$ cat src/rtl/lbf_pkg.sv
package lbf_pkg;

    // state encoding equals the lane type header emitted in that state
    typedef enum logic [1:0] {
        ST_DIAG = 2'b00,
        ST_DATA = 2'b01,
        ST_IDLE = 2'b10,
        ST_MARK = 2'b11
    } seq_state_e;

    localparam logic [31:0] CRC_POLY = 32'h04C1_1DB7;
    localparam logic [31:0] CRC_INIT = 32'hFFFF_FFFF;
    localparam logic [7:0]  TAG_IDLE = 8'h1E;
    localparam logic [7:0]  TAG_MARK = 8'hB5;
    localparam logic [7:0]  TAG_DIAG = 8'hD0;

    // 64 bits folded into a CRC-32, most significant bit first
    function automatic logic [31:0] crc32_step64(input logic [31:0] c, input logic [63:0] d);
        logic [31:0] r;
        logic        fb;
        r = c;
        for (int i = 63; i >= 0; i--) begin
            fb = r[31] ^ d[i];
            r  = {r[30:0], 1'b0};
            if (fb) r = r ^ CRC_POLY;
        end
        return r;
    endfunction

endpackage

$ cat src/rtl/lbf_fifo.sv
module lbf_fifo #(
    parameter int W     = 137,
    parameter int DEPTH = 4
) (
    input  logic         clk,
    input  logic         rst,
    input  logic         wr_valid,
    input  logic [W-1:0] wr_data,
    input  logic         pop,
    output logic [W-1:0] head,
    output logic         not_empty,
    output logic         full
);
    localparam int PW = (DEPTH > 1) ? $clog2(DEPTH) : 1;
    localparam int CW = $clog2(DEPTH + 1);

    logic [W-1:0]  mem [DEPTH];
    logic [PW-1:0] wr_ptr_q, rd_ptr_q;
    logic [CW-1:0] count_q;
    logic          push;

    assign full      = (count_q == CW'(DEPTH));
    assign not_empty = (count_q != '0);
    assign push      = wr_valid && !full;
    assign head      = mem[rd_ptr_q];

    function automatic logic [PW-1:0] bump(input logic [PW-1:0] p);
        return (p == PW'(DEPTH - 1)) ? '0 : p + PW'(1);
    endfunction

    always_ff @(posedge clk) begin
        if (push) mem[wr_ptr_q] <= wr_data;
    end

    always_ff @(posedge clk) begin
        if (rst) begin
            wr_ptr_q <= '0;
            rd_ptr_q <= '0;
            count_q  <= '0;
        end else begin
            if (push) wr_ptr_q <= bump(wr_ptr_q);
            if (pop)  rd_ptr_q <= bump(rd_ptr_q);
            unique case ({push, pop})
                2'b10:   count_q <= count_q + CW'(1);
                2'b01:   count_q <= count_q - CW'(1);
                default: count_q <= count_q;
            endcase
        end
    end

    assert_pop_nonempty_R4: assert property (@(posedge clk) disable iff (rst)
        pop |-> (count_q != '0));

    assert_count_bound_R8: assert property (@(posedge clk) disable iff (rst)
        count_q <= CW'(DEPTH));

endmodule

$ cat src/rtl/lbf_sequencer.sv
module lbf_sequencer
    import lbf_pkg::*;
#(
    parameter int LEN_W   = 13,
    parameter int LEN_MIN = 200
) (
    input  logic             clk,
    input  logic             rst,
    input  logic [LEN_W-1:0] meta_len,
    input  logic             head_valid,
    input  logic             head_sob,
    output seq_state_e       emit_next,
    output logic             pop
);
    localparam logic [LEN_W-1:0] FLOOR = LEN_W'(LEN_MIN);

    seq_state_e       state_q, state_d;
    logic [LEN_W-1:0] pos_q, cur_len_q;
    logic             mark_sent_q;
    logic             frame_end;

    function automatic logic [LEN_W-1:0] clamp_len(input logic [LEN_W-1:0] m);
        return (m < FLOOR) ? FLOOR : m;
    endfunction

    assign frame_end = (pos_q == cur_len_q - LEN_W'(1));

    // next-state selection
    always_comb begin
        if (frame_end)                             state_d = ST_DIAG;
        else if (head_valid && head_sob && !mark_sent_q) state_d = ST_MARK;
        else if (head_valid)                       state_d = ST_DATA;
        else                                       state_d = ST_IDLE;
    end

    // outputs towards the buffer and the lanes
    always_comb begin
        emit_next = state_d;
        unique case (state_d)
            ST_DATA:                  pop = 1'b1;
            ST_IDLE, ST_MARK, ST_DIAG: pop = 1'b0;
            default:                  pop = 1'b0;
        endcase
    end

    // state register with metaframe bookkeeping
    always_ff @(posedge clk) begin
        if (rst) begin
            state_q     <= ST_IDLE;
            pos_q       <= '0;
            cur_len_q   <= clamp_len(meta_len);
            mark_sent_q <= 1'b0;
        end else begin
            state_q <= state_d;
            if (state_d == ST_DIAG) begin
                pos_q     <= '0;
                cur_len_q <= clamp_len(meta_len);
            end else begin
                pos_q <= pos_q + LEN_W'(1);
            end
            if (state_d == ST_MARK)      mark_sent_q <= 1'b1;
            else if (state_d == ST_DATA) mark_sent_q <= 1'b0;
        end
    end

    assert_diag_rewinds_R5: assert property (@(posedge clk) disable iff (rst)
        (state_q == ST_DIAG) |-> (pos_q == '0));

    assert_pos_bound_R5: assert property (@(posedge clk) disable iff (rst)
        pos_q < cur_len_q);

    assert_len_floor_R6: assert property (@(posedge clk) disable iff (rst)
        cur_len_q >= FLOOR);

    assert_mark_once_R3: assert property (@(posedge clk) disable iff (rst)
        (state_q == ST_MARK) |=> (state_q == ST_DATA || state_q == ST_DIAG));

endmodule

$ cat src/rtl/lbf_lane.sv
module lbf_lane
    import lbf_pkg::*;
(
    input  logic        clk,
    input  logic        rst,
    input  seq_state_e  kind,
    input  logic [63:0] head_word,
    input  logic [7:0]  head_sync,
    output logic [1:0]  hdr_o,
    output logic [63:0] word_o
);
    logic [63:0] payload;
    logic [31:0] crc_q;

    always_comb begin
        unique case (kind)
            ST_IDLE: payload = {TAG_IDLE, 56'h0};
            ST_MARK: payload = {TAG_MARK, 48'h0, head_sync};
            ST_DATA: payload = head_word;
            ST_DIAG: payload = {TAG_DIAG, 24'h0, crc_q};
            default: payload = {TAG_IDLE, 56'h0};
        endcase
    end

    always_ff @(posedge clk) begin
        if (rst) begin
            hdr_o  <= ST_IDLE;
            word_o <= {TAG_IDLE, 56'h0};
            crc_q  <= CRC_INIT;
        end else begin
            hdr_o  <= kind;
            word_o <= payload;
            crc_q  <= (kind == ST_DIAG) ? CRC_INIT : crc32_step64(crc_q, payload);
        end
    end

    assert_crc_restart_R7: assert property (@(posedge clk) disable iff (rst)
        (hdr_o == ST_DIAG) |-> (crc_q == CRC_INIT));

endmodule

$ cat src/rtl/lane_burst_framer.sv
module lane_burst_framer
    import lbf_pkg::*;
#(
    parameter int LANES      = 2,
    parameter int FIFO_DEPTH = 4,
    parameter int LEN_W      = 13,
    parameter int LEN_MIN    = 200
) (
    input  logic                  clk,
    input  logic                  rst,
    input  logic [LEN_W-1:0]      meta_len,
    input  logic                  in_valid,
    input  logic                  in_sob,
    input  logic                  in_eob,
    input  logic [7:0]            in_sync,
    input  logic [64*LANES-1:0]   in_data,
    output logic [2*LANES-1:0]    lane_hdr,
    output logic [64*LANES-1:0]   lane_word,
    output logic [2:0]            error
);
    localparam int DW    = 64 * LANES;
    localparam int ENT_W = DW + 8 + 1;

    logic [ENT_W-1:0] head;
    logic             not_empty, full, pop, drop;
    seq_state_e       emit_next;
    logic [2:0]       err_q;

    assign drop  = in_valid && full;
    assign error = err_q;

    lbf_fifo #(.W(ENT_W), .DEPTH(FIFO_DEPTH)) u_fifo (
        .clk       (clk),
        .rst       (rst),
        .wr_valid  (in_valid),
        .wr_data   ({in_sob, in_sync, in_data}),
        .pop       (pop),
        .head      (head),
        .not_empty (not_empty),
        .full      (full)
    );

    lbf_sequencer #(.LEN_W(LEN_W), .LEN_MIN(LEN_MIN)) u_seq (
        .clk        (clk),
        .rst        (rst),
        .meta_len   (meta_len),
        .head_valid (not_empty),
        .head_sob   (head[ENT_W-1]),
        .emit_next  (emit_next),
        .pop        (pop)
    );

    for (genvar g = 0; g < LANES; g++) begin : g_lane
        lbf_lane u_lane (
            .clk       (clk),
            .rst       (rst),
            .kind      (emit_next),
            .head_word (head[64*g +: 64]),
            .head_sync (head[DW +: 8]),
            .hdr_o     (lane_hdr[2*g +: 2]),
            .word_o    (lane_word[64*g +: 64])
        );
    end

    always_ff @(posedge clk) begin
        if (rst) err_q <= 3'b000;
        else     err_q <= {drop && in_eob, drop && in_sob, drop};
    end

    assert_drop_flag_R8: assert property (@(posedge clk) disable iff (rst)
        (in_valid && full) |=> error[0]);

    assert_quiet_error_R9: assert property (@(posedge clk) disable iff (rst)
        !in_valid |=> (error == 3'b000));

endmodule

$ cat config.mk
export PLATFORM = sky130hd
export DESIGN_NAME = lane_burst_framer
export DESIGN_NICKNAME = d
export VERILOG_FILES = /design/src/rtl/lbf_pkg.sv /design/src/rtl/lbf_fifo.sv /design/src/rtl/lbf_sequencer.sv /design/src/rtl/lbf_lane.sv /design/src/rtl/lane_burst_framer.sv
export SDC_FILE = /design/constraint.sdc
export NUM_CORES = 1
export LEC_CHECK = 0
export BUFFER_PORTS_ARGS = -buffer_cell sky130_fd_sc_hd__buf_4
export CORE_MARGIN = 8
export CORE_UTILIZATION = 60
export CTS_CLUSTER_DIAMETER = 100
export CTS_CLUSTER_SIZE = 12
export DETAILED_ROUTE_END_ITERATION = 8
export GPL_ROUTABILITY_DRIVEN = 0
export GPL_TIMING_DRIVEN = 0
export PLACE_DENSITY = 0.79
export SYNTH_ARGS = -nofsm -noshare
export SYNTH_HDL_FRONTEND = slang
export SYNTH_SLANG_ARGS = --single-unit
$ cat constraint.sdc
create_clock -name clk -period 12.6 [get_ports clk]
set_input_delay 2.52 -clock clk [delete_from_list [all_inputs] [get_ports clk]]
set_output_delay 2.52 -clock clk [all_outputs]
set_load 0.03 [all_outputs]
# Word-level counts from Yosys, hierarchy flattened
# Memories as Yosys holds them, arrays and structs flattened. A register that Yosys moved wholly into a read port is not among the register bits.
# Index checks and enable logic that the tools add are counted.
[classes] bitwise=256 muxes=272 n_eq_ne=9 addsub=6 reduce_logical=15 magnitude_cmp=1
[op_table] cell="32-bit two-way mux" count=126
[op_table] cell="27-bit two-way mux" count=128
[op_table] cell="14-bit NOT" count=128
[op_table] cell="64-bit one-hot mux with 4 select lines" count=2
[op_table] cell="1-bit XOR" count=128
[op_table] cell="13-bit two-way mux" count=3
[op_table] cell="2-bit two-way mux" count=7
[op_table] cell="13-bit by 1-bit adder with 13-bit output (second input constant)" count=1
[op_table] cell="13-bit == test" count=1
[op_table] cell="13-bit by 8-bit less-than comparator with 1-bit output (second input constant)" count=1
[op_table] cell="13-bit by 1-bit subtractor with 13-bit output (second input constant)" count=1
[op_table] cell="2-bit == test (second input constant)" count=5
[op_table] cell="1-bit logical AND" count=6
[op_table] cell="3-bit one-hot mux with 2 select lines" count=1
[op_table] cell="2-bit nonzero test" count=3
[op_table] cell="2-bit by 1-bit adder with 2-bit output (second input constant)" count=2
[op_table] cell="2-bit by 1-bit == test with 1-bit output (second input constant)" count=2
[op_table] cell="1-bit two-way mux" count=4
[op_table] cell="3-bit by 1-bit adder with 3-bit output (second input constant)" count=1
[op_table] cell="3-bit == test (second input constant)" count=1
[op_table] cell="3-bit nonzero test" count=1
[op_table] cell="3-bit OR reduction" count=1
[op_table] cell="3-bit by 1-bit subtractor with 3-bit output (second input constant)" count=1
[op_table] cell="1-bit logical NOT" count=2
[op_table] cell="3 further kinds" count=3
[word_totals] inputBits=154 mem_count=1 reg_bits=231 ram_bits=548 out_inout_bits=135 elab_cells=572
[mem_list] memory="u_fifo.mem" words=4 word_bits=137 read_ports=1 rd_ports_with_merged_regs=1 write_ports=1 line_no="lbf_fifo.sv:17" text="logic [W-1:0] mem [DEPTH];"

# Logic depth before layout (Yosys ltp)
# Gate-level depths: netlist of the first run.
[depth] word_depth=198 mapped_depth=27

# Modules after synthesis
# From an unflattened synthesis of the first run, not the netlist that was laid out.
[unflattened] hier_cells=2805 hier_area_um2=42874.9
[modules_own_cells] mod="lbf_lane" n_inst=2 area_each_um2=10483.8 cells_per_inst=935 seq_area_each_um2=1961.9
[modules_own_cells] mod="lbf_fifo" n_inst=1 area_each_um2=20226.9 cells_per_inst=764 seq_area_each_um2=16636.0
[modules_own_cells] mod="lbf_sequencer" n_inst=1 area_each_um2=1590.3 cells_per_inst=165 seq_area_each_um2=670.6
[modules_own_cells] mod="lane_burst_framer" n_inst=1 area_each_um2=90.1 cells_per_inst=6 seq_area_each_um2=60.1

# Least setup slack after synthesis of the first run
# No wires, ideal clock.
[synth_path] path_type="flip-flop to flip-flop" from="register u_seq.cur_len_q[0]" to="register g_lane[1].u_lane.crc_q[9]" setup_time_ps=124 slack_ps=4887 path_stages_with_launch=25 arrival_time_ps=7588 period_less_slack_ps=7713 cell_sequence="edfxtp_1 > inv_1 > ha_1 > or3b_1 > nor4_2 > a21oi_2 > a2111oi_4 > nand2_4 > nand2_2 > inv_2 > and2_1 > xnor2_1 > buf_4 > xnor3_1 > xnor3_1 > xnor3_1 > xnor3_1 > xnor3_1 > xnor2_2 > xnor3_1 > xor2_1 > xnor3_2 > xnor3_1 > xnor3_1 > nand2b_1"
[synth_between] elab_chain_cells=150 word_cells_on_any_way=256 cone_classes="add/sub: 1; eq/ne: 4; mux: 129; bitwise: 120; reduce/logical: 2"
[synth_rtl] item="from (decl)" line_no="lbf_sequencer.sv:18" text="logic [LEN_W-1:0] pos_q, cur_len_q;"
[synth_rtl] item="from (signal assigned)" line_no="lbf_sequencer.sv:51" text="cur_len_q <= clamp_len(meta_len);"
[synth_rtl] item="from (signal assigned)" line_no="lbf_sequencer.sv:57" text="cur_len_q <= clamp_len(meta_len);"
[synth_rtl] item="13-bit by 1-bit subtractor with 13-bit output *" line_no="lbf_sequencer.sv:26" text="assign frame_end = (pos_q == cur_len_q - LEN_W'(1));"
[synth_rtl] item="13-bit == test *" line_no="lbf_sequencer.sv:26"
[synth_rtl] item="2-bit two-way mux *" line_no="lbf_sequencer.sv:30" text="if (frame_end) state_d = ST_DIAG;"
[synth_rtl] item="2-bit by 1-bit == test with 1-bit output, or another cell as far along" line_no="lbf_lane.sv:16" text="unique case (kind)"
[synth_rtl] item="64-bit one-hot mux with 4 select lines" line_no="lbf_lane.sv:16"
[synth_rtl] item="1-bit XOR" line_no="lbf_pkg.sv:23" text="fb = r[31] ^ d[i];"
[synth_rtl] item="27-bit two-way mux" line_no="lbf_pkg.sv:25" text="if (fb) r = r ^ CRC_POLY;"
[synth_rtl] item="32-bit two-way mux" line_no="lbf_lane.sv:26" text="if (rst) begin"
[synth_rtl] item="[134 not listed]"
[synth_rtl] item="32-bit two-way mux" line_no="lbf_lane.sv:26"
[synth_rtl] item="14-bit NOT (no source line)"
[synth_rtl] item="27-bit two-way mux" line_no="lbf_pkg.sv:25"
[synth_rtl] item="32-bit two-way mux" line_no="lbf_lane.sv:26"
[synth_rtl] item="14-bit NOT (no source line)"
[synth_rtl] item="27-bit two-way mux" line_no="lbf_pkg.sv:25"
[synth_rtl] item="32-bit two-way mux" line_no="lbf_lane.sv:26"
[synth_rtl] item="27-bit two-way mux" line_no="lbf_pkg.sv:25"
[synth_rtl] item="to (signal assigned)" line_no="lbf_lane.sv:33" text="crc_q <= (kind == ST_DIAG) ? CRC_INIT : crc32_step64(crc_q, payload);"
[synth_rtl] item="to (decl)" line_no="lbf_lane.sv:13" text="logic [31:0] crc_q;"
# Mark *: on every way between the ends. The rest lies on a longest branch, timed or not. The select of a mux whose other input is x is not followed.
# A chain may end at the register's enable or synchronous reset.

==> out/metrics.yaml, run 1 <==
cpPeakStageDelay_ns: 0.58
firstDrtPassIters: 5
slew_headroom_pct: 10.8
ctsLongestPathBuffers: 3
hold_buffers: 0
drt_iter0_markers: 3022
period_needed_ns: 9.86
vias_per_cell: 6.14
synthSimpleGateAreaFrac_pct: 5.23
clkTransAtPathRegs_ns: 0.07
hold_violations: 0
wl_per_cell_um: 28.9
critPathKind: "reg -> reg"
dieHeight_um: 285
synth_top_area_share_pct: 38.7
ys.flop_type: "edfxtp_1"
grt_max_degree: 58
antenna_found_initial: 6
rsz0062_at_grt: "false"
cts_resized: 0
core_um2: 71600
clock_tree.root_cell: "clkbuf_16"
drive_gt1_share_pct: 21.2
die_w_um: 285
cpMostUsedCell: "buf_2"
synthAdderAreaFrac_pct: 0.276
grt-busiest-layer: "met2"
fillCellCount: 4676
critical_path_required_ns: 13.14
grt_pass1_wl_mm: 176
synth_area_per_cell_um2: 15.3
final_area_um2: 49600
synthArstFlopShare_pct: 0
final_util_pct: 69.3
clock.fmax_mhz: 101
hpwlAfterDp_mm: 93.0
synth-seq-cells: 781
finalCritPeriodShare_pct: 78.3
synthTopCellsByArea: "edfxtp_1 (39%), xnor3_1 (13%), xnor2_1 (11%), dfxtp_1 (10%), mux4_2 (7.1%)"
seq_area_frac_synth_pct: 48.8
placed_area_um2: 47100
cp_slowest_cell: "a211oi_1"
cp_max_fo: 10
hold_path_class: "reg -> reg"
endpoint_kind: "flip-flop"
num_rows: 98
cap_violations: 0
grtUsageMet2_pct: 47.9
cts-buffers-inserted: 79
cts_tree: "done"
num_vias: 25967
yosys_warnings: 0
area_growth_pct: 14.0
syn_area_um2: 43500
htree_num_levels: 3
postRouteAntennaNets: 0
status: "finished, final reports clean"
synth_xor_area_share_pct: 34.5
start_util_pct: 60.8
gr-usage-all-layers_pct: 29.3
cp.arrival_ns: 10.41
synth.distinct_cells: 72
drc_errors: 0
crit_path_start_kind: "flip-flop"
syn-instance-count: 2835
grt_pass1_vias: 26743
synth_top_family_by_area: "XOR/XNOR gates"
globalRouteMet3Util_pct: 6.16
synthMuxAreaShare_pct: 7.23
clk_latency_ns: 0.66
final_max_slew_viol_count: 0
synth_compound_area_share_pct: 2.40
grt_overflow_total: 0
fin_nets: 3375
port_buffers: 288
synthesis.nets: 2998
setup_tns_ns: 0
synth_edf_count: 561
cts_sinks: 781
io_pins: 289
use_met1_pct: 37.5
skew_ns: 0.0525
setup_viol: 0
die_area_um2: 81400
worst_pin_slew_ns: 1.34
post_cts_buffers: 0
synth_area_leader_cell: "edfxtp_1"
totalWireLength_mm: 122
routing by layer:
| metal | vias to the layer above | routed length, µm |
|---|---|---|
| met5 | - | 42 |
| met4 | 6 | 6740 |
| met3 | 363 | 11400 |
| met2 | 1584 | 59000 |
| met1 | 13125 | 45200 |
| li1 | 10889 | - |
sequential cells by signal, indices dropped and copies added, names as in the netlist, 3 cells and up, named ones only:
name                  count
error                     3
g_lane.u_lane.word_o    128
u_seq.cur_len_q          13
u_fifo.mem              548
g_lane.u_lane.crc_q      64
u_fifo.count_q            3
u_seq.pos_q              13
layout by cell type, fill, tap and decap left out, types with 5 or more instances in the layout:
master     instances
xnor2_1          528
or2_2              7
buf_1              8
nor4_1             5
nor3_1            11
dfxtp_1          220
clkbuf_16         81
buf_6              6
and2_1            63
mux4_2           137
xor2_1           200
clkbuf_1         122
a211oi_1          19
xnor2_4           10
mux2i_1            5
edfxtp_1         561
xnor3_2           13
and3_1            40
inv_1             15
a31oi_1            7
nand2b_1           6
a21oi_1          109
ha_1               8
nor2_1           104
or3_1              6
buf_2             29
buf_16             8
buf_4            300
xnor2_2           42
xor3_1            44
xor2_2            19
nand2_1          164
a21o_1             6
nor2b_1           11
xnor3_1          259
nand3_1           18
o21ai_0            6
worst paths after layout:
path / start / to / slack (ns) / depth (start not counted)
hold / removal: u_seq.pos_q[0]$_SDFF_PP0_ / u_seq.pos_q[0]$_SDFF_PP0_ / 0.51 / 1
setup / recovery: flip-flop / g_lane[1].u_lane.crc_q[7]$_SDFF_PP1_ / 2.74 / 27
hold reg to reg: u_seq.pos_q[0]$_SDFF_PP0_ / u_seq.pos_q[0]$_SDFF_PP0_ / 0.51 / 1
setup reg to reg: flip-flop / g_lane[1].u_lane.crc_q[7]$_SDFF_PP1_ / 2.74 / 27
cell families (layout without fill, tap and decap cells):
family          count (synthesis)  in the layout
xor+xnor                     1122           1122
flops                         781            781
compound gates                172            172
mux                           143            143
other cells                     0              3
buf+inv                       143            584
simple gates                  465            465
fa+ha+maj                       9              9
synthesized netlist by cell type (29+ instances only):
master      n
xnor2_1   528
and2_1     63
nor2_1    104
clkbuf_1   72
mux4_2    137
nand2_1   164
xnor2_2    42
xnor3_1   259
xor2_1    200
buf_2      29
edfxtp_1  561
a21oi_1   109
dfxtp_1   220
and3_1     44
xor3_1     44
metrics by stage:
step                      hold WS, ns  instances  setup WS, ns
after detailed placement        0.502       4081          2.95
final                           0.514       4229          2.74
after global routing            0.524       4229          2.28
after global placement          0.467       4073          3.01
after CTS                       0.516       4226          2.85
after floorplan                 0.452       2835          4.89
critical path: cells and delay by family, from the launching register on:
| family | cells | cell delay, ns |
|---|---|---|
| compound gates | 2 | 0.83 |
| simple gates | 2 | 0.15 |
| buf+inv | 15 | 5.89 |
| mux | 1 | 0.33 |
| flops | 1 | 0.33 |
| xor+xnor | 7 | 2.18 |
final cells by class:
cell class,instances,area [µm²],share of cell area [%]
Inverter,16,60.1,0.121
Antenna cell,3,7.51,0.0151
Sequential cell,781,21300,42.9
Clock inverter,13,250,0.505
Clock buffer,132,2230,4.49
Tap cell,950,1190,2.40
Timing Repair Buffer,296,2380,4.80
Buffer,127,603,1.22
Multi-Input combinational cell,1911,21600,43.6
Power of run 1 is left out: the tool's default activity adds up to more than one toggle a clock period on the data nets, which glitch-free logic cannot reach.
==> run 2, diff against run 1 <==
--- a/config.mk
+++ b/config.mk
@@ -7,13 +7,13 @@
 export LEC_CHECK = 0
 export BUFFER_PORTS_ARGS = -buffer_cell sky130_fd_sc_hd__buf_4
 export CORE_MARGIN = 8
-export CORE_UTILIZATION = 60
+export CORE_UTILIZATION = 56
 export CTS_CLUSTER_DIAMETER = 100
 export CTS_CLUSTER_SIZE = 12
 export DETAILED_ROUTE_END_ITERATION = 8
 export GPL_ROUTABILITY_DRIVEN = 0
 export GPL_TIMING_DRIVEN = 0
-export PLACE_DENSITY = 0.79
+export PLACE_DENSITY = 0.78
 export SYNTH_ARGS = -nofsm -noshare
 export SYNTH_HDL_FRONTEND = slang
 export SYNTH_SLANG_ARGS = --single-unit
==> constraint.sdc (replaced) <==
create_clock -name clk -period 8.17 [get_ports clk]
set_input_delay 1.634 -clock clk [delete_from_list [all_inputs] [get_ports clk]]
set_output_delay 1.634 -clock clk [all_outputs]
set_load 0.03 [all_outputs]
==> out/metrics.yaml, run 2 (synthesis gave the netlist of run 1 again) <==
htree_num_levels: 3  # unchanged
clk_latency_ns: 0.65  # about the same
regToRegSetupSlack_ns: -0.06  # -2.79 ns
endpoint_kind: "flip-flop"
fillCellCount: 4892  # +4.6%
drive_gt1_share_pct: 29.8  # +8.6 points
worst_pin_slew_ns: 1.24  # -0.101 ns
regMostFlops: "u_fifo.mem"
reg2reg_from: "u_seq.cur_len_q[0]$_SDFFCE_PN0P_"
period_needed_ns: 8.23  # -1.64 ns
fin_nets: 3491  # +3.4%
largest_reg_flops: 548  # unchanged
die_area_um2: 86900  # +6.7%
grtUsageMet2_pct: 46.4  # -1.4 points
port_buffers: 288  # unchanged
reg2reg_to: "g_lane[1].u_lane.crc_q[9]$_SDFF_PP1_"
clock_tree.root_cell: "clkbuf_16"
firstDrtPassIters: 7  # +2
setup_viol: 1  # +1
reg_top3: "u_fifo.mem x548, g_lane.u_lane.word_o x128, g_lane.u_lane.crc_q x64"
violations: "setup timing"
cp.arrival_ns: 8.71  # -1.70 ns
final_max_slew_viol_count: 0  # unchanged
hold_path_class: "reg -> reg"
critical_path_required_ns: 8.65  # -4.49 ns
die_w_um: 295  # +3.3%
hold_violations: 0  # unchanged
final_area_um2: 52300  # +5.4%
drt_iter0_markers: 3186  # +5.4%
cts-buffers-inserted: 76  # -3.8%
cts_tree: "done"
drc_errors: 0  # unchanged
layout_setup_ws_ns: -0.0578  # -2.79 ns
min_from: "u_seq.pos_q[0]$_SDFF_PP0_"
gr-usage-all-layers_pct: 28.5  # -0.78 points
vias_per_cell: 6.00  # -2.3%
crit_path_start_kind: "flip-flop"
cap_violations: 0  # unchanged
grt-busiest-layer: "met2"
cts_sinks: 781  # unchanged
dieHeight_um: 295  # +3.3%
postRouteAntennaNets: 0  # unchanged
grt_pass1_wl_mm: 181  # +2.7%
grt_pass1_vias: 27355  # +2.3%
rsz0062_at_grt: "true"
core_um2: 77200  # +7.8%
area_growth_pct: 20.1
mostFrequentLayoutCells: "edfxtp_1 (561), xnor2_1 (465), buf_4 (422), dfxtp_1 (220), xnor3_1 (203)"
clkTransAtPathRegs_ns: 0.06  # about the same
status: "complete, but fails checks"
placed_area_um2: 47200  # +0.24%
hpwlAfterDp_mm: 93.9  # +0.98%
grt_max_degree: 61  # +5.2%
grt_overflow_total: 0  # unchanged
use_met1_pct: 36.3  # -1.2 points
antenna_found_initial: 8  # +2
post-place-ws_ns: -1.68  # -4.62 ns
min_path_cells: 1  # unchanged
num_rows: 102  # +4.1%
io_pins: 289  # unchanged
start_util_pct: 56.4  # -4.4 points
wl_per_cell_um: 28.8  # -0.41%
skew_ns: 0.0324  # -0.0200 ns
clock.fmax_mhz: 122  # +20%
num_vias: 26618  # +2.5%
slew_headroom_pct: 17.5  # +6.8 points
ctsLongestPathBuffers: 3  # unchanged
globalRouteMet3Util_pct: 6.34  # +0.18 points
whs_endpoint: "u_seq.pos_q[0]$_SDFF_PP0_"
finalCritPeriodShare_pct: 101  # +22 points
final_common_cell: "edfxtp_1"
final_util_pct: 67.7  # -1.5 points
totalWireLength_mm: 128  # +4.4%
hold_buffers: 0  # unchanged
rr_worst_depth: 23  # -15%
cp_max_fo: 10  # unchanged
critPathKind: "reg -> reg"
-- run 2: layout make-up --
cell class | instances | area, µm² | share of cell area, %
multi-input cells | 1911 | 23200 | 44.5
plain buffers | 123 | 676 | 1.29
repair buffers | 419 | 3390 | 6.49
inverters | 16 | 62.6 | 0.120
clock inverters | 10 | 209 | 0.400
diodes | 7 | 17.5 | 0.0335
flip-flops and latches | 781 | 21300 | 40.6
clock buffers | 128 | 2120 | 4.05
well taps | 1040 | 1300 | 2.49
-- run 2: worst max-delay path by stage --
stage / start / to / slack, ns / depth (start not counted)
floorplan: u_seq.cur_len_q[0]$_SDFFCE_PN0P_ / g_lane[1].u_lane.crc_q[9]$_SDFF_PP1_ / 0.46 / 24
global placement: flip-flop / g_lane[1].u_lane.crc_q[16]$_SDFF_PP1_ / -1.46 / 27
detailed placement: flip-flop / g_lane[1].u_lane.crc_q[4]$_SDFF_PP1_ / -1.68 / 27
CTS: u_seq.cur_len_q[0]$_SDFFCE_PN0P_ / g_lane[0].u_lane.crc_q[19]$_SDFF_PP1_ / -0.02 / 25
global route: u_seq.cur_len_q[0]$_SDFFCE_PN0P_ / g_lane[1].u_lane.crc_q[9]$_SDFF_PP1_ / -0.19 / 22
finish: u_seq.cur_len_q[0]$_SDFFCE_PN0P_ / g_lane[1].u_lane.crc_q[9]$_SDFF_PP1_ / -0.06 / 23
-- run 2: routing by layer --
metal	vias up	share of wire [%]
met4	2	5.9
met3	433	9.9
li1	11115	-
met5	-	0.068
met1	13383	36
met2	1685	48
-- run 2: repair_timing --
action                     in CTS  in global routing
setup buffers                  67                 56
setup endpoints to repair      64                 60
cloned                          0                  0
pin swaps                      49                 43
resized for setup             189                113
-- run 2: worst max-delay path, cell delays in order (launching register included) --
cell      delay (ns)
edfxtp_1        0.44
inv_1           0.09
ha_1            0.23
or3b_4          0.45
nor4_4          0.28
a21oi_4         0.14
a211oi_4        0.30
buf_4           0.25
nand2_1         0.07
o311ai_1        0.31
buf_4           0.30
xnor3_1         0.35
xnor3_2         0.49
xor2_1          0.34
xnor3_1         0.50
xnor3_2         0.51
xnor2_4         0.24
xor3_2          0.44
xnor3_2         0.47
xor2_4          0.26
xnor3_2         0.56
xnor3_1         0.45
xnor3_1         0.39
nand2b_1        0.17
-- run 2: through the flow --
stage          std cells  hold WS (ns)  TNS (ns)
2_1_floorplan       2835         0.452         0
3_3_place_gp        4163         0.471    -67.24
3_5_place_dp        4171         0.484    -78.52
5_1_grt             4433         0.543     -2.21
4_1_cts             4374         0.518   -0.0159
6_report            4435         0.526   -0.0578
Power of run 2 is left out for the same reason.
==> run 3, diff against run 2 <==
--- a/config.mk
+++ b/config.mk
@@ -5,15 +5,15 @@
 export SDC_FILE = /design/constraint.sdc
 export NUM_CORES = 1
 export LEC_CHECK = 0
+export ABC_AREA = 1
 export BUFFER_PORTS_ARGS = -buffer_cell sky130_fd_sc_hd__buf_4
 export CORE_MARGIN = 8
-export CORE_UTILIZATION = 56
+export CORE_UTILIZATION = 45
 export CTS_CLUSTER_DIAMETER = 100
 export CTS_CLUSTER_SIZE = 12
 export DETAILED_ROUTE_END_ITERATION = 8
 export GPL_ROUTABILITY_DRIVEN = 0
 export GPL_TIMING_DRIVEN = 0
-export PLACE_DENSITY = 0.78
 export SYNTH_ARGS = -nofsm -noshare
 export SYNTH_HDL_FRONTEND = slang
 export SYNTH_SLANG_ARGS = --single-unit
==> out/metrics.yaml, run 3 <==
status: "complete, but fails checks"
violations: "capacitance limit"
drt_iter0_markers: 4851  # +52%
grt_pass1_wl_mm: 261  # +44%
finalCritPeriodShare_pct: 95.7  # -5.0 points
hold_path_class: "reg -> reg"
dieHeight_um: 347  # +18%
clkTransAtPathRegs_ns: 0.06  # about the same
num_rows: 121  # +19%
endpoint_kind: "flip-flop"
regToRegSetupSlack_ns: 0.35  # +0.41 ns
syn-instance-count: 6521  # +130%
critPathKind: "reg -> reg"
synthTopCellsByArea: "edfxtp_1 (34%), nand2_1 (17%), dfxtp_1 (8.9%), nand3_1 (7.4%), xor2_1 (5.7%)"
yosysMostFrequentCell: "nand2_1"
synth_top_area_share_pct: 34.1  # -4.6 points
yosys_warnings: 0  # unchanged
postRouteAntennaNets: 0  # unchanged
final_max_slew_viol_count: 0  # unchanged
min_from: "u_seq.pos_q[0]$_SDFF_PP0_"
crit_path_start_kind: "flip-flop"
io_pins: 289  # unchanged
largest_reg_flops: 548  # unchanged
clk_latency_ns: 0.68  # +0.03 ns
regMostFlops: "u_fifo.mem"
vias_per_cell: 5.43  # -9.5%
synth_edf_count: 561  # unchanged
synth-seq-cells: 781  # unchanged
cap_violations: 1  # +1
num_vias: 45634  # +71%
core_um2: 109000  # +41%
setup_viol: 0  # -1
cp.arrival_ns: 8.27  # -0.44 ns
slew_headroom_pct: 0.372  # -17 points
start_util_pct: 45.4  # -11 points
synth_area_per_cell_um2: 7.58  # -51%
die_area_um2: 121000  # +39%
synth_area_leader_cell: "edfxtp_1"
totalWireLength_mm: 180  # +41%
wl_per_cell_um: 21.4  # -26%
hold_buffers: 0  # unchanged
hpwlAfterDp_mm: 144  # +53%
drive_gt1_share_pct: 16.9  # -13 points
firstDrtPassIters: 6  # -1
syn_area_um2: 49400  # +14%
die_w_um: 347  # +18%
ctsLongestPathBuffers: 3  # unchanged
fillCellCount: 10490  # +110%
cpPeakStageDelay_ns: 0.47  # -0.09 ns
port_buffers: 287  # -0.35%
htree_num_levels: 3  # unchanged
cp_slowest_cell: "o21ai_1"
cts_tree: "done"
worst_pin_slew_ns: 1.49  # +0.258 ns
drc_errors: 0  # unchanged
grt_overflow_total: 0  # unchanged
clock.fmax_mhz: 128  # +5.2%
ys.flop_type: "edfxtp_1"
cts-buffers-inserted: 78  # +2.6%
m1WireLength_mm: 76.8  # +66%
critical_path_required_ns: 8.61  # -0.04 ns
wl_met2_mm: 75.8  # +24%
synthesis.nets: 6684  # +120%
mostFrequentLayoutCells: "nand2_1 (2192), nand3_1 (735), edfxtp_1 (561), inv_1 (479), nor2_1 (478)"
final_util_pct: 52.1  # -16 points
area_growth_pct: 14.6
period_needed_ns: 7.82  # -0.407 ns
cpMostUsedCell: "buf_2"
clock_tree.root_cell: "clkbuf_16"
synthArstFlopShare_pct: 0  # unchanged
wl_met3_mm: 19.0  # +50%
fin_nets: 7081  # +100%
seq_area_frac_synth_pct: 43.0  # -5.9 points
gr-usage-all-layers_pct: 28.4  # -0.10 points
cts_sinks: 781  # unchanged
synthTopCellsByCount: "nand2_1 (2208), nand3_1 (735), edfxtp_1 (561), nor2_1 (487), inv_1 (479)"
antenna_found_initial: 27  # +19
final_common_cell: "nand2_1"
hold_violations: 0  # unchanged
highest_layer: "met5"
grt_max_degree: 27  # -56%
skew_ns: 0.0369  # +0.00444 ns
synth.distinct_cells: 57  # -21%
grt_pass1_vias: 40958  # +50%
cp_max_fo: 10  # unchanged
reg_top3: "u_fifo.mem x548, g_lane.u_lane.word_o x128, g_lane.u_lane.crc_q x64"
[run 3: path summary, 6_finish.rpt]
kind,end,cells after the start
worst max register to register,g_lane[0].u_lane.crc_q[26]$_SDFF_PP1_,39
worst min register to register,u_seq.pos_q[0]$_SDFF_PP0_,1
worst min-delay path,u_seq.pos_q[0]$_SDFF_PP0_,1
worst max-delay path,g_lane[0].u_lane.crc_q[26]$_SDFF_PP1_,39
[run 3: cell type report]
class	count	area [µm²]	share of cell area (%)
multi-input combinational	4990	25400	44.9
sequential	781	21300	37.5
timing repair buffer	318	2760	4.87
inverter	593	2250	3.97
clock buffer	122	2200	3.89
tap	1414	1770	3.12
buffer	156	807	1.42
clock inverter	10	163	0.287
antenna	14	35.0	0.0618
[run 3: stage by stage]
stage | setup WS [ns] | TNS [ns] | instances | instance area, µm² | hold WS, ns
2_1_floorplan | -0.130 | -71.50 | 6521 | 49400 | 0.440
3_3_place_gp | -5.26 | -2825.97 | 8222 | 53400 | 0.460
3_5_place_dp | -0.626 | -19.36 | 8248 | 54000 | 0.467
4_1_cts | 0.00237 | 0 | 8380 | 56400 | 0.481
5_1_grt | -0.0637 | -0.163 | 8391 | 56600 | 0.505
6_report | 0.349 | 0 | 8398 | 56700 | 0.473
[run 3: worst max-delay path: cells and delay by family (launching register included)]
family,cells,cell delay [ns]
AOI/OAI and AO/OA,3,0.88
xor gates and xnor gates,2,0.70
buffers and inverters,11,2.84
DFF,1,0.43
and+or+nand+nor,23,2.74
[run 3: per-layer routing]
metal | vias to the layer above | track usage, %
met5 | - | 0
met4 | 22 | 12.4
met3 | 347 | 6.56
met2 | 2038 | 42.0
met1 | 21256 | 39.6
li1 | 21971 | -
[run 3: repair_timing]
| item | CTS | global route |
|---|---|---|
| setup endpoints to repair | 60 | 64 |
| setup buffers | 0 | 5 |
| gates resized for setup | 13 | 90 |
| pin swaps | 0 | 5 |
[run 3: cells by family (layout without fill, tap and decap cells)]
kind of cell             after synthesis  in the layout  synth area share, %
AO/OA/AOI/OAI                        524            524                 5.79
XOR/XNOR                             413            413                 7.45
adder cells (fa/ha/maj)                9              9                0.243
buffers and inverters                750           1199                 6.09
flip-flops                           781            781                 43.0
other                                  0             14                    0
AND/OR/NAND/NOR                     4044           4044                 37.4
Power of run 3 is left out for the same reason.
